File: src/rtl/sram_seq_pkg.sv
// Package: shared sequencer state type and a small helper for phase lengths.
// Assumes all timing parameters are whole cycles of at least 1.
package sram_seq_pkg;

    typedef enum logic [2:0] {
        ST_IDLE    = 3'd0,
        ST_WSETUP  = 3'd1,
        ST_WPULSE  = 3'd2,
        ST_WHOLD   = 3'd3,
        ST_RACCESS = 3'd4,
        ST_RTURN   = 3'd5
    } seq_state_t;

    function automatic int imax(input int a, input int b);
        return (a > b) ? a : b;
    endfunction

endpackage

File: src/rtl/sram_seq_timer.sv
// Phase timer: loaded with (length-1) on entry to a phase and counted down.
// zero marks the last cycle of the phase. Assumes the load value fits CW bits.
module sram_seq_timer #(
    parameter int CW = 3
) (
    input  logic          clk,
    input  logic          rst_n,
    input  logic          load,
    input  logic [CW-1:0] load_val,
    output logic          zero
);
    logic [CW-1:0] cnt;

    // Load on phase entry, otherwise count down to zero and stay there.
    always_ff @(posedge clk) begin
        if (!rst_n)
            cnt <= '0;
        else if (load)
            cnt <= load_val;
        else if (cnt != '0)
            cnt <= cnt - 1'b1;
    end

    assign zero = (cnt == '0);
endmodule

File: src/rtl/sram_seq_ctrl.sv
// Sequencer control: walks the write (setup, pulse, hold) and read
// (access, turnaround) phases and decodes the memory strobes from state.
// Assumes every phase length parameter is at least 1.
module sram_seq_ctrl
    import sram_seq_pkg::*;
#(
    parameter int CW         = 3,
    parameter int SETUP_LEN  = 1,
    parameter int PULSE_LEN  = 1,
    parameter int HOLD_LEN   = 1,
    parameter int ACCESS_LEN = 1,
    parameter int TURN_LEN   = 1
) (
    input  logic          clk,
    input  logic          rst_n,
    input  logic          req_valid,
    input  logic          req_write,
    input  logic          tmr_zero,
    output logic          tmr_load,
    output logic [CW-1:0] tmr_val,
    output logic          accept,
    output logic          capture,
    output logic          ready,
    output logic          cs_n,
    output logic          oe_n,
    output logic          we_n
);
    localparam logic [CW-1:0] V_SETUP  = CW'(SETUP_LEN - 1);
    localparam logic [CW-1:0] V_PULSE  = CW'(PULSE_LEN - 1);
    localparam logic [CW-1:0] V_HOLD   = CW'(HOLD_LEN - 1);
    localparam logic [CW-1:0] V_ACCESS = CW'(ACCESS_LEN - 1);
    localparam logic [CW-1:0] V_TURN   = CW'(TURN_LEN - 1);

    seq_state_t state, state_nxt;

    // Next-state, timer load and capture strobe for the current phase.
    always_comb begin
        state_nxt = state;
        tmr_load  = 1'b0;
        tmr_val   = '0;
        capture   = 1'b0;
        case (state)
            ST_IDLE: if (req_valid) begin
                tmr_load = 1'b1;
                if (req_write) begin
                    state_nxt = ST_WSETUP;
                    tmr_val   = V_SETUP;
                end else begin
                    state_nxt = ST_RACCESS;
                    tmr_val   = V_ACCESS;
                end
            end
            ST_WSETUP: if (tmr_zero) begin
                state_nxt = ST_WPULSE;
                tmr_load  = 1'b1;
                tmr_val   = V_PULSE;
            end
            ST_WPULSE: if (tmr_zero) begin
                state_nxt = ST_WHOLD;
                tmr_load  = 1'b1;
                tmr_val   = V_HOLD;
            end
            ST_WHOLD: if (tmr_zero) state_nxt = ST_IDLE;
            ST_RACCESS: if (tmr_zero) begin
                capture   = 1'b1;
                state_nxt = ST_RTURN;
                tmr_load  = 1'b1;
                tmr_val   = V_TURN;
            end
            ST_RTURN: if (tmr_zero) state_nxt = ST_IDLE;
            default: state_nxt = ST_IDLE;
        endcase
    end

    // State register.
    always_ff @(posedge clk) begin
        if (!rst_n) state <= ST_IDLE;
        else        state <= state_nxt;
    end

    // Strobe decode: one state register feeds each strobe.
    assign ready  = (state == ST_IDLE);
    assign accept = ready && req_valid;
    assign cs_n   = !(state == ST_WSETUP || state == ST_WPULSE ||
                      state == ST_WHOLD  || state == ST_RACCESS);
    assign we_n   = (state != ST_WPULSE);
    assign oe_n   = (state != ST_RACCESS);

    p_we_oe_excl_r10: assert property (@(posedge clk) disable iff (!rst_n)
        !(!we_n && !oe_n));

    p_busy_after_accept_r8: assert property (@(posedge clk) disable iff (!rst_n)
        accept |=> !ready);

    p_we_needs_cs_r3: assert property (@(posedge clk) disable iff (!rst_n)
        !we_n |-> !cs_n);
endmodule

File: src/rtl/sram_seq_rdcap.sv
// Read capture: registers the memory's inbound data on the capture strobe
// and flags it for one cycle. Assumes capture is a single-cycle pulse.
module sram_seq_rdcap #(
    parameter int DATA_W = 8
) (
    input  logic              clk,
    input  logic              rst_n,
    input  logic              capture,
    input  logic [DATA_W-1:0] din,
    output logic [DATA_W-1:0] dout,
    output logic              dvalid
);
    // Sample inbound data and raise the one-cycle valid flag.
    always_ff @(posedge clk) begin
        if (!rst_n) begin
            dout   <= '0;
            dvalid <= 1'b0;
        end else begin
            dvalid <= capture;
            if (capture) dout <= din;
        end
    end

    p_rdv_single_r6: assert property (@(posedge clk) disable iff (!rst_n)
        dvalid |=> !dvalid);
endmodule

File: src/rtl/sram_seq.sv
// Asynchronous SRAM access sequencer top. Holds the accepted address and
// write data on the memory pins for the whole sequence and derives every
// phase length from the cycle-count timing parameters (each at least 1).
module sram_seq
    import sram_seq_pkg::*;
#(
    parameter int ADDR_W = 8,
    parameter int DATA_W = 8,
    parameter int T_AS   = 2,
    parameter int T_WP   = 3,
    parameter int T_CSW  = 6,
    parameter int T_DS   = 2,
    parameter int T_AH   = 2,
    parameter int T_DH   = 1,
    parameter int T_AA   = 3,
    parameter int T_ACS  = 4,
    parameter int T_OE   = 2,
    parameter int T_OZ   = 2
) (
    input  logic              clk,
    input  logic              rst_n,
    input  logic              req_valid,
    input  logic              req_write,
    input  logic [ADDR_W-1:0] req_addr,
    input  logic [DATA_W-1:0] req_wdata,
    output logic              req_ready,
    output logic [DATA_W-1:0] rd_data,
    output logic              rd_valid,
    output logic              sram_cs_n,
    output logic              sram_oe_n,
    output logic              sram_we_n,
    output logic [ADDR_W-1:0] sram_addr,
    output logic [DATA_W-1:0] sram_wdata,
    input  logic [DATA_W-1:0] sram_rdata
);
    localparam int PULSE_LEN  = imax(T_WP, imax(T_CSW - T_AS, T_DS - T_AS));
    localparam int HOLD_LEN   = imax(T_AH, T_DH);
    localparam int ACCESS_LEN = imax(T_AA, imax(T_ACS, T_OE));
    localparam int MAX_LEN    = imax(imax(T_AS, PULSE_LEN),
                                     imax(HOLD_LEN, imax(ACCESS_LEN, T_OZ)));
    localparam int CW         = (MAX_LEN < 2) ? 1 : $clog2(MAX_LEN);

    logic          tmr_load, tmr_zero, accept, capture;
    logic [CW-1:0] tmr_val;

    sram_seq_timer #(.CW(CW)) u_timer (
        .clk      (clk),
        .rst_n    (rst_n),
        .load     (tmr_load),
        .load_val (tmr_val),
        .zero     (tmr_zero)
    );

    sram_seq_ctrl #(
        .CW         (CW),
        .SETUP_LEN  (T_AS),
        .PULSE_LEN  (PULSE_LEN),
        .HOLD_LEN   (HOLD_LEN),
        .ACCESS_LEN (ACCESS_LEN),
        .TURN_LEN   (T_OZ)
    ) u_ctrl (
        .clk       (clk),
        .rst_n     (rst_n),
        .req_valid (req_valid),
        .req_write (req_write),
        .tmr_zero  (tmr_zero),
        .tmr_load  (tmr_load),
        .tmr_val   (tmr_val),
        .accept    (accept),
        .capture   (capture),
        .ready     (req_ready),
        .cs_n      (sram_cs_n),
        .oe_n      (sram_oe_n),
        .we_n      (sram_we_n)
    );

    sram_seq_rdcap #(.DATA_W(DATA_W)) u_rdcap (
        .clk     (clk),
        .rst_n   (rst_n),
        .capture (capture),
        .din     (sram_rdata),
        .dout    (rd_data),
        .dvalid  (rd_valid)
    );

    // Capture the request fields at acceptance; they then drive the pins.
    always_ff @(posedge clk) begin
        if (!rst_n) begin
            sram_addr  <= '0;
            sram_wdata <= '0;
        end else if (accept) begin
            sram_addr  <= req_addr;
            sram_wdata <= req_wdata;
        end
    end

    p_addr_stable_pulse_r4: assert property (@(posedge clk) disable iff (!rst_n)
        (!sram_we_n && !$past(sram_we_n)) |-> $stable(sram_addr));

    p_cs_before_we_r2: assert property (@(posedge clk) disable iff (!rst_n)
        $fell(sram_we_n) |-> ($past(sram_cs_n) == 1'b0));
endmodule

File: config.mk
export PLATFORM = sky130hd
export DESIGN_NAME = sram_seq
export DESIGN_NICKNAME = d
export VERILOG_FILES = /design/src/rtl/sram_seq_pkg.sv /design/src/rtl/sram_seq_timer.sv /design/src/rtl/sram_seq_ctrl.sv /design/src/rtl/sram_seq_rdcap.sv /design/src/rtl/sram_seq.sv
export SDC_FILE = /design/constraint.sdc
export NUM_CORES = 1
export LEC_CHECK = 0
export ABC_AREA = 1
export BUFFER_PORTS_ARGS = -buffer_cell sky130_fd_sc_hd__clkbuf_2
export CAP_MARGIN = 20
export CORE_MARGIN = 2
export CORE_UTILIZATION = 41
export DETAILED_ROUTE_END_ITERATION = 7
export PLACE_DENSITY = 0.78
export SYNTH_ARGS = -nofsm -noshare
export SYNTH_HDL_FRONTEND = slang
export SYNTH_SLANG_ARGS = --single-unit
File: constraint.sdc
create_clock -name clk -period 1.05 [get_ports clk]
set_input_delay 0.105 -clock clk [delete_from_list [all_inputs] [get_ports clk]]
set_output_delay 0.105 -clock clk [all_outputs]
set_load 0.01 [all_outputs]
==> key figures <==
Floorplanning
  – Die Ht: 59.46 µm
  – Row cnt: 20
  – Io pins: 57
  – Die width: 59.46 µm
  – Initial Util: 42.35%
  – Die Area: 0.003535 mm²
  – CORE AREA: 0.002978 mm²

STA
  – Final Worst Setup Slack: -0.2749 ns
  – Unrepaired setup endpoints after global routing: true
  – Final period utilization: 126.2%
  – Final Skew: 0.008597 ns
  – Fin. Hold Viols: 0
  – Min Tclk post-route: 1.325 ns
  – Final Setup Violations: 33
  – Fmax: 754.8 MHz
  – Slew margin rel.: 85.46%
  – Final setup TNS: -5.647 ns
  – Pins over their slew limit: 0
  – Worst-Margin Slew: 0.2158 ns

Setup path
  – Critical path class: flop to primary output
  – RR Endpoint: sram_addr[5]$_SDFFE_PN0N_
  – Reg-to-Reg Start: u_ctrl.state[1]$_SDFFE_PN0P_
  – Worst path required time: 0.94 ns
  – Worst Reg2Reg Path Length in Cells: 7
  – Startpoint Class: flop
  – Critical path fanouts, max: 5
  – Worst setup EP type: primary output
  – R2r setup slk: -0.20 ns
  – CP Data Arrival Time: 1.22 ns

Global route
  – Most used routing layer: met2
  – First-pass GRT wire length: 5.085 mm
  – Initial antenna violation count: 0
  – GR Util All Layers: 19.28%
  – Largest net degree at the start of global routing: 18
  – Number of global-route vias before repair: 1174
  – Routing usage on met3: 8.515%
  – Met1 usage: 22.34%
  – Overflow after GRT: 0
  – Met2 GRT Util: 32.81%

Finish
  – Ant. Diodes: 0
  – Final Cell Area: 0.001928 mm²
  – Area Overhead vs Synth: 52.88%
  – # fillers: 275
  – Fin nets: 266
  – Multi-input gate area: 626.9 µm²
  – Share of cells above drive strength 1: 49.16%
  – Sequential cell area: 611.8 µm²

Yosys
  – Mapped Nets: 188
  – #FFs+latches synth: 30
  – Sequential share of the synthesized area: 47.62%
  – Top cell type's share of synthesized area: 47.62%
  – Syn Inst Count: 159
  – Async set-or-reset flop fraction in the synthesized netlist: 0%
  – Avg Cell Area, Syn: 7.932 µm²
  – Synth unique cells: 21
  – Synth top area cells: dfxtp_1 (48%), nand3_1 (12%), a21oi_1 (11%)
  – Yosys warns: 0
  – Main synth FF type: dfxtp_1
  – Leading area contributor after synthesis: dfxtp_1
  – Mapped Area: 0.001261 mm²
  – Post-synth EDFFs: 0

Routing
  – Post-route ant nets: 0
  – DRT Pass-1 Iters: 4
  – Initial DRC count: 63
  – Drc violations: 0
  – Routed wire length: 3.253 mm
  – Vias/cell: 4.915
  – DR WL/cell: 12.00 µm
  – Via count: 1332

Worst hold path
  – HP Class: input port to flop
  – Hold path depth: 3
  – Worst Hold Launch: sram_rdata[7]
  – Endpoint of the worst hold path: u_rdcap.dout[7]$_SDFFE_PN0P_

Clocking
  – CTS HTree Levels: 2
  – CTS tree: yes
  – Clock tree buffer depth: 2
  – Clock-pin transition on the worst setup and hold timing paths: 0.10 ns
  – TritonCTS sink count: 30
  – TritonCTS Buffers: 5
  – Clock root buffer: clkbuf_4
  – Clk_lat worst skew: 0.33 ns

Power and ir drop
  – Seq pwr share: 29.8%
  – Comb power frac: 57.1%
  – P_leak: 0.8941 nW
  – Sw Pwr: 2.209 mW
  – Pwr Total: 5.429 mW
  – Internal power: 3.220 mW
  – Cell Pwr Density: 2816 mW/mm²
  – Clock network power share: 13.1%
  – Switch share: 40.69%
  – Worst VDD drop: 1667 µV

Place
  – GPL Wtd Cong: 0.8021
  – Detailed Place HPWL: 2.228 mm
  – Place WS: -0.08626 ns
  – Dpl cell area: 0.001685 mm²
  – IO buf count: 56

Run status
  – Outcome: complete, but fails checks
  – Failing checks: setup timing

Job
  – Max-cap violations: 0
==> how the worst max path moves through the flow <==
stage,from,endpoint,cells after the start
floorplan,u_timer.cnt[0]$_SDFFE_PN0P_,u_timer.cnt[0]$_SDFFE_PN0P_,7
global placement,u_ctrl.state[1]$_SDFFE_PN0P_,u_timer.cnt[1]$_SDFFE_PN0P_,8
detailed placement,u_timer.cnt[1]$_SDFFE_PN0P_,u_timer.cnt[1]$_SDFFE_PN0P_,9
CTS,u_ctrl.state[0]$_SDFFE_PN0P_,sram_cs_n,5
global route,u_ctrl.state[1]$_SDFFE_PN0P_,sram_cs_n,5
finish,u_ctrl.state[1]$_SDFFE_PN0P_,sram_cs_n,5
==> worst max-delay path: stages, from the launching register on <==
cell      delay (ns)
dfxtp_4         0.38
nor2_8          0.16
buf_6           0.12
nor2_2          0.03
nor2_1          0.07
clkbuf_2        0.13
==> repair_timing <==
item	in CTS	in global routing
resized for setup	12	21
pin swaps	6	7
hold buffers	0	1
gates cloned	0	0
endpoints found under the hold margin	0	1
setup buffers	7	2
endpoints found under the setup margin	33	33
==> cells by family after synthesis <==
family	Yosys count	share of synthesized area [%]
xor+xnor	1	0.6946
simple gates	77	30.65
flops	30	47.62
fa+ha+maj	1	0.9919
buf+inv	20	8.133
compound gates	30	11.90
==> routing by layer <==
metal / vias up / share of wire (%)
met1: 603 / 40
met3: 4 / 7.1
met2: 43 / 52
met5: - / 0
met4: 0 / 0.71
li1: 682 / -
==> state kept, by name, indices dropped and copies added (netlist names) <==
name,flops
u_ctrl.state,3
u_timer.cnt,2
u_rdcap.dout,8
sram_addr,8
u_rdcap.dvalid,1
sram_wdata,8
==> power by group through the flow <==
stage               clock [mW]  combinational (mW)  sequential (mW)
floorplan                    0                1.53             1.70
global placement             0                2.37             1.61
detailed placement           0                2.41             1.62
CTS                      0.733                2.86             1.61
global route             0.787                3.39             1.64
finish                   0.711                3.10             1.62
==> synthesized netlist by cell type, types with 2 or more instances <==
library cell and number:
nand2_1 37, dfxtp_1 30, nand3_1 29, a21oi_1 28
inv_1 9, nor2_1 5, buf_2 3, clkbuf_1 2
inv_4 2, nand3_4 2, o21ai_0 2
==> cells in the final DEF, fill, tap and decap left out, drive strengths merged <==
cell type     n
nand3        31
a21oi        28
buf          23
xor2          1
inv          12
o21ai         2
clkbuf       61
nor2          7
ha            1
dfxtp        30
dlygate4sd3   1
nand2        39
clkinv        2
==> cell type report <==
cell class                      count  share of cell area (%)
Clock buffer                        7                   2.855
Timing Repair Buffer               78                   27.45
Tap cell                           33                   2.141
Clock inverter                      1                  0.2596
Inverter                           13                   3.050
Sequential cell                    30                   31.73
Multi-Input combinational cell    109                   32.51
==> metrics by stage <==
stage / hold WS [ns] / utilization [%] / cells
after CTS: 0.008706 / 61.76 / 269
after global placement: 0.3554 / 56.60 / 254
after floorplan: 0.2026 / - / 159
after detailed placement: 0.3629 / 56.60 / 254
after global routing: 0.001577 / 64.75 / 271
final: 0.01278 / 64.75 / 271
(Power assumes the default switching activity.)
